<file path="src/rtl/addsub_pkg.sv">
package addsub_pkg;
    typedef enum logic {
        OP_ADD = 1'b0,
        OP_SUB = 1'b1
    } addsub_op_e;
endpackage

</file>
<file path="src/rtl/addsub_operand.sv">
module addsub_operand
    import addsub_pkg::*;
#(
    parameter int N = 8
) (
    input  logic [N-1:0] op_b,
    input  logic         sub_sel,
    output logic [N-1:0] b_eff,
    output logic         carry_in
);
    addsub_op_e op;

    always_comb begin
        op = addsub_op_e'(sub_sel);
        unique case (op)
            OP_SUB: begin
                b_eff    = ~op_b;
                carry_in = 1'b1;
            end
            default: begin
                b_eff    = op_b;
                carry_in = 1'b0;
            end
        endcase
    end
endmodule

</file>
<file path="src/rtl/addsub_uadder.sv">
module addsub_uadder #(
    parameter int N = 8
) (
    input  logic [N-1:0] in_x,
    input  logic [N-1:0] in_y,
    input  logic         cin,
    output logic [N-1:0] sum,
    output logic         cout
);
    localparam int W = N + 1;

    logic [W-1:0] wide;

    always_comb begin
        wide = {1'b0, in_x} + {1'b0, in_y} + {{N{1'b0}}, cin};
        sum  = wide[N-1:0];
        cout = wide[N];
    end
endmodule

</file>
<file path="src/rtl/addsub_sign_ovf.sv">
module addsub_sign_ovf (
    input  logic x_msb,
    input  logic y_msb,
    input  logic s_msb,
    output logic ovf
);
    // Operands agree in sign, result disagrees.
    always_comb ovf = (x_msb ~^ y_msb) & (s_msb ^ x_msb);
endmodule

</file>
<file path="src/rtl/addsub_exact.sv">
module addsub_exact #(
    parameter int N = 8
) (
    input  logic [N-1:0] in_x,
    input  logic [N-1:0] in_y,
    input  logic         cin,
    output logic [N:0]   exact
);
    localparam int MSB = N - 1;

    logic [N:0] x_ext;
    logic [N:0] y_ext;

    always_comb begin
        x_ext = {in_x[MSB], in_x};
        y_ext = {in_y[MSB], in_y};
        exact = x_ext + y_ext + {{N{1'b0}}, cin};
    end
endmodule

</file>
<file path="src/rtl/addsub_flags.sv">
module addsub_flags
    import addsub_pkg::*;
#(
    parameter int N       = 8,
    parameter bit REG_OUT = 1'b0
) (
    input  logic         clk,
    input  logic         rst_n,
    input  logic [N-1:0] op_a,
    input  logic [N-1:0] op_b,
    input  logic         sub_sel,
    output logic [N-1:0] sum_o,
    output logic [N:0]   exact_o,
    output logic         sovf_o,
    output logic         uovf_o
);
    localparam int MSB = N - 1;

    logic [N-1:0] b_eff;
    logic         cin;
    logic [N-1:0] sum_w;
    logic         cout_w;
    logic         sovf_w;
    logic         uovf_w;
    logic [N:0]   exact_w;

    addsub_operand #(.N(N)) u_operand (
        .op_b     (op_b),
        .sub_sel  (sub_sel),
        .b_eff    (b_eff),
        .carry_in (cin)
    );

    addsub_uadder #(.N(N)) u_adder (
        .in_x (op_a),
        .in_y (b_eff),
        .cin  (cin),
        .sum  (sum_w),
        .cout (cout_w)
    );

    addsub_sign_ovf u_sovf (
        .x_msb (op_a[MSB]),
        .y_msb (b_eff[MSB]),
        .s_msb (sum_w[MSB]),
        .ovf   (sovf_w)
    );

    addsub_exact #(.N(N)) u_exact (
        .in_x  (op_a),
        .in_y  (b_eff),
        .cin   (cin),
        .exact (exact_w)
    );

    always_comb uovf_w = cout_w ^ sub_sel;

    generate
        if (REG_OUT) begin : g_reg
            always_ff @(posedge clk or negedge rst_n) begin
                if (!rst_n) begin
                    sum_o   <= '0;
                    exact_o <= '0;
                    sovf_o  <= 1'b0;
                    uovf_o  <= 1'b0;
                end else begin
                    sum_o   <= sum_w;
                    exact_o <= exact_w;
                    sovf_o  <= sovf_w;
                    uovf_o  <= uovf_w;
                end
            end

            // outputs follow the previous edge's inputs.
            a_r8_reg_follow: assert property (@(posedge clk) disable iff (!rst_n)
                1'b1 |=> (sum_o == $past(sum_w)) && (exact_o == $past(exact_w))
                         && (sovf_o == $past(sovf_w)) && (uovf_o == $past(uovf_w)));
            // reset clears the outputs.
            a_r8_reset_zero: assert property (@(posedge clk)
                !rst_n |=> (exact_o == '0) && !sovf_o && !uovf_o);
        end else begin : g_comb
            always_comb begin
                sum_o   = sum_w;
                exact_o = exact_w;
                sovf_o  = sovf_w;
                uovf_o  = uovf_w;
            end
        end
    endgenerate

    // sign method agrees with the carry-in/carry-out method.
    a_r3_carry_agree: assert property (@(posedge clk) disable iff (!rst_n)
        sovf_w == (cout_w ^ (op_a[MSB] ^ b_eff[MSB] ^ sum_w[MSB])));
    // overflow exactly when the exact result's top two bits differ.
    a_r3_exact_sign: assert property (@(posedge clk) disable iff (!rst_n)
        sovf_w == (exact_w[N] ^ exact_w[MSB]));
    // the low bits of the wide sum match the wrapped sum.
    a_r4_exact_low: assert property (@(posedge clk) disable iff (!rst_n)
        exact_w[MSB:0] == sum_w);
    // borrow flag during subtraction.
    a_r5_borrow: assert property (@(posedge clk) disable iff (!rst_n)
        sub_sel |-> (uovf_w == (op_a < op_b)));
endmodule

</file>
<file path="config.mk">
export PLATFORM = sky130hd
export DESIGN_NAME = addsub_flags
export DESIGN_NICKNAME = d
export VERILOG_FILES = /design/src/rtl/addsub_pkg.sv /design/src/rtl/addsub_operand.sv /design/src/rtl/addsub_uadder.sv /design/src/rtl/addsub_sign_ovf.sv /design/src/rtl/addsub_exact.sv /design/src/rtl/addsub_flags.sv
export SDC_FILE = /design/constraint.sdc
export NUM_CORES = 1
export LEC_CHECK = 0
export CAP_MARGIN = 20
export CELL_PAD_IN_SITES_DETAIL_PLACEMENT = 0
export CELL_PAD_IN_SITES_GLOBAL_PLACEMENT = 1
export CORE_AREA = 2 2 54 56
export DETAILED_ROUTE_END_ITERATION = 16
export DIE_AREA = 0 0 56 58
export GPL_TIMING_DRIVEN = 0
export PLACE_DENSITY = 0.88
export SYNTH_ARGS = -nofsm -noshare
export SYNTH_HDL_FRONTEND = slang
export SYNTH_HIERARCHICAL = 1
export SYNTH_SLANG_ARGS = --single-unit
export TNS_END_PERCENT = 50
</file>
<file path="constraint.sdc">
create_clock -name vclk -period 3.1
set_clock_uncertainty 0.2 [all_clocks]
set_input_delay 0.31 -clock vclk [all_inputs]
set_output_delay 0.31 -clock vclk [all_outputs]
set_load 0.01 [all_outputs]
</file>
# [Word level (Yosys, flattened, before mapping)]
# Index checks and enable logic that the tools add are counted.
[op_classes] bitwise=5 n_lt_le_gt_ge=0 n_reduce_logical=0 n_div=0 n_eq_ne=0 muxes=2 addsub=4 n_mul=0 shifts=0
[op_table] cell="adder 8 x 8 -> 9 bit" n=2
[op_table] cell="adder 9 x 1 -> 9 bit" n=2
[op_table] cell="2-to-1 mux 8 bit" n=1
[op_table] cell="inverter 8 bit" n=1
[op_table] cell="bitwise XOR 1 bit" n=2
[op_table] cell="AND 1 bit" n=1
[op_table] cell="2-to-1 mux 1 bit" n=1
[op_table] cell="XNOR 1 bit" n=1
[totals] wordCells=11 regBits=0 mem_bits_rw=0 rom_bits=0 out_inout_bits=19 mem_count=0 latchBits=0

# [Longest topological paths before layout]
[depth] depth_word=6 mapped_depth=9 ltp_nobuf=8

# [Cells and area by module]
# Netlist, hierarchy kept.
[by_module_without_submodules] module="addsub_uadder" area_each_um2=331.6 n_inst=1 cells_per_inst=42 seq_area_each_um2=0.0
[by_module_without_submodules] module="addsub_exact" area_each_um2=316.6 n_inst=1 cells_per_inst=35 seq_area_each_um2=0.0
[by_module_without_submodules] module="addsub_operand" area_each_um2=88.8 n_inst=1 cells_per_inst=10 seq_area_each_um2=0.0
[by_module_without_submodules] module="addsub_sign_ovf" area_each_um2=22.5 n_inst=1 cells_per_inst=3 seq_area_each_um2=0.0
[by_module_without_submodules] module="addsub_flags" area_each_um2=8.8 n_inst=1 cells_per_inst=1 seq_area_each_um2=0.0

# [Worst setup path after synthesis]
# No wires, ideal clock.
[synth_timing] kind="input-to-output" startpoint="in sub_sel" endpoint="out uovf_o" arrival_ps=2122 slack_ps=468 path_buffers=1 t_required_ps=2590 path_stages=9 path_cell_list="buf_6 -> xor2_1 -> fa_1 -> fa_1 -> a21oi_1 -> nor2_1 -> nor2_1 -> o21ai_0 -> xor2_1"
[synth_via] elab_chain_len=4
[synth_rtl] item="start, declared" line="addsub_flags.sv:11" text="input logic sub_sel,"
[synth_rtl] item="2-to-1 mux 8 bit" line="addsub_operand.sv:15" text="unique case (op)"
[synth_rtl] item="named net b_eff[0]" line="addsub_flags.sv:19" text="logic [N-1:0] b_eff;"
[synth_rtl] item="adder 8 x 8 -> 9 bit" line="addsub_uadder.sv:15" text="wide = {1'b0, in_x} + {1'b0, in_y} + {{N{1'b0}}, cin};"
[synth_rtl] item="adder 9 x 1 -> 9 bit" line="addsub_uadder.sv:15"
[synth_rtl] item="named net cout_w" line="addsub_flags.sv:22" text="logic cout_w;"
[synth_rtl] item="bitwise XOR 1 bit" line="addsub_flags.sv:56" text="always_comb uovf_w = cout_w ^ sub_sel;"
[synth_rtl] item="end, declared" line="addsub_flags.sv:15" text="output logic uovf_o"
# The timed path passes the listed nets, and every way through them passes these cells.

# [Worst setup path in the final report]
[layout_timing] startpoint="in op_a[0]" endpoint="out uovf_o"
[layout_via] elab_chain_len=3
[layout_rtl] item="start, declared" line="addsub_flags.sv:9" text="input logic [N-1:0] op_a,"
[layout_rtl] item="adder 8 x 8 -> 9 bit" line="addsub_uadder.sv:15"
[layout_rtl] item="adder 9 x 1 -> 9 bit" line="addsub_uadder.sv:15"
[layout_rtl] item="named net cout_w" line="addsub_flags.sv:22"
[layout_rtl] item="bitwise XOR 1 bit" line="addsub_flags.sv:56"
# The timed path passes the listed nets, and every way through them passes these cells.

==> flow_summary_export.csv <==
group,metric,value,unit
timing,hold_viol_final,0,
critical_path,path_max_fanout,2,
power,p_per_area,341,mW/mm2
run,drv_cap,0,
logic_synthesis,synth_cells,91,
finish,multi_input_area,903,um2
placed_design,gp_congestion,0.793,
finish,drive_above_1_share,0.289,
clocking,cts_hold_buffers,0,
logic_synthesis,synthesis.nets,128,
critical_path,critPathCaptureType,"primary output",
floorplanning,io_pins,38,
route,drcViolationCount,0,
logic_synthesis,syn_area,768,um2
logic_synthesis,synth.distinct_cells,30,
critical_path,path_cells,"clkdlybuf4s50_1 -> fa_2 -> fa_2 -> a21oi_2 -> nor2_1 -> nor2_1 -> o21ai_2 -> xor2_1 -> dlygate4sd2_1",
floorplanning,dieArea,0.00325,mm2
logic_synthesis,ys.warnings.count,6,
critical_path,cp.arrival,2.51,ns
placed_design,place_hpwl,1670,um
floorplanning,initial_core_util,0.289,
floorplanning,rows,19,
critical_path,crit_path_end,"uovf_o",
grt,grt_max_degree,6,
placed_design,dp.cells,158,
route,num_vias,833,
timing,tightest_slew,0.269,ns
route,dr.pass1.iters,4,
critical_path,critPathLaunchType,"primary input",
min_path,min_path_type,"primary input to primary output",
critical_path,crit_type,"primary input to primary output",
critical_path,cp_slowest_cell,"clkdlybuf4s50_1",
timing,setup_violations,0,
logic_synthesis,syn_area_per_cell,8.44,um2
power,p_leak,0.602,nW
finish,layoutNonFillerInstCount,166,
floorplanning,die_w,56,um
logic_synthesis,seq_area_frac_synth,0,
grt,grt_pass1_wl,3570,um
timing,slew_violations,0,
timing,period_share,0.974,
finish,clockBufferCount,0,
placed_design,io_buffers,36,
route,drt-initial-drc-count,18,
finish,syn_to_final_growth,81.1,%
route,routed_wl,2290,um
critical_path,cp.required,2.59,ns
grt,grt_pass1_vias,816,
timing,clock.fmax,331,MHz
route,vias_per_cell,5.02,
timing,final.min_clock_period,3.02,ns
status,status,"finished clean",
finish,fill_cells,259,
route,wire_per_inst,13.8,um
route,ant_nets,0,
finish,n_antenna_cell,0,
floorplanning,die_h,58,um
finish,fin_area,0.00139,mm2
placed_design,dpl_cell_area,0.00117,mm2
finish,regArea,0,um2
finish,seq_cell_count,0,
grt,track_usage,0.132,
critical_path,slowest_delay,0.48,ns
grt,antenna_found_initial,0,
timing,max_slew_margin,0.820,
floorplanning,core,0.00266,mm2
power,ir_drop,0.221,mV
critical_path,startpoint,"op_a[0]",
finish,finalNetCount,174,
grt,grt_overflow,0,
power breakdown:
part | switching (mW) | internal [mW]
Sequential | 0 | 0
Clock | 0 | 0
Combinational | 0.219 | 0.256
Total | 0.219 | 0.256
logic make-up after synthesis:
family	count (synthesis)	share of synthesized area
AOI/OAI and AO/OA	29	0.283
and+or+nand+nor	20	0.127
xor gates and xnor gates	18	0.205
adders and majority gates	18	0.332
buffers and inverters	5	0.0391
muxes	1	0.0130
worst min-delay path by stage:
stage          startpoint     end  slack, ns  depth (start not counted)
6_report          sub_sel  uovf_o       0.88                          3
5_1_grt           sub_sel  uovf_o       0.91                          3
4_1_cts           sub_sel  uovf_o       1.01                          3
3_5_place_dp      sub_sel  uovf_o       1.51                          3
3_3_place_gp      sub_sel  uovf_o       1.50                          3
2_1_floorplan     sub_sel  uovf_o       0.50                          1
per-stage QoR:
stage                     total power, mW  setup TNS, ns  worst slack (ns)   util  hold slack [ns]
after CTS                           0.433         -0.114           -0.0857  0.470             1.01
after global routing                0.516       -0.00320          -0.00320  0.523            0.908
after floorplan                     0.234              0             0.468      -            0.500
after global placement              0.414          -5.42            -0.685  0.438             1.50
after detailed placement            0.422          -5.78            -0.677  0.438             1.51
final                               0.474              0            0.0819  0.523            0.879
area by class of cell:
type | instances | share of cell area
Multi-Input combinational cell | 86 | 0.649
Timing Repair Buffer | 44 | 0.301
Tap cell | 31 | 0.0279
Buffer | 2 | 0.0135
Inverter | 3 | 0.00809
synthesized netlist by cell type (2+ instances only):
cell,n,share of area
a211oi_1,2,0.020
a21o_1,6,0.059
a21oi_1,7,0.046
a311o_1,2,0.026
fa_1,4,0.10
ha_1,14,0.23
inv_1,2,0.0098
nand2_1,4,0.020
nand3_1,2,0.013
nor2_1,5,0.024
nor2b_1,4,0.033
nor3_1,2,0.013
o21ai_0,3,0.020
o21bai_1,2,0.020
xnor2_1,6,0.068
xor2_1,12,0.14
layer usage:
metal | track usage | vias to the layer above | part of all wire
met5 | 0 | - | 0
met4 | 0 | 0 | 0.012
met3 | 0.0179 | 2 | 0.063
met2 | 0.247 | 34 | 0.52
met1 | 0.173 | 375 | 0.41
li1 | - | 422 | -
placed cells by master (no fill, tap or decap), drive strengths merged, types with 3 or more instances in the layout:
cell type and count:
xor2 12, a21o 6, clkdlybuf4s50 23, xnor2 6
dlymetal6s2s 3, nand2 4, dlygate4sd2 6, nor2 5
nor2b 4, ha 14, a211oi 3, inv 3
fa 4, o21ai 3, buf 11, a21oi 7
timing repair:
action | 4_1_cts | 5_1_grt
endpoints found under the setup margin | 17 | 8
pin swaps | 6 | 11
setup buffers | 5 | 3
hold endpoints to repair | 0 | 0
resized for setup | 31 | 23
critical path: cells and delay by family:
family	cells	cell delay [ns]
fa+ha+maj	2	0.81
buf+inv	2	0.76
compound gates	2	0.25
simple gates	2	0.23
xor+xnor	1	0.14
(Power assumes the default switching activity.)
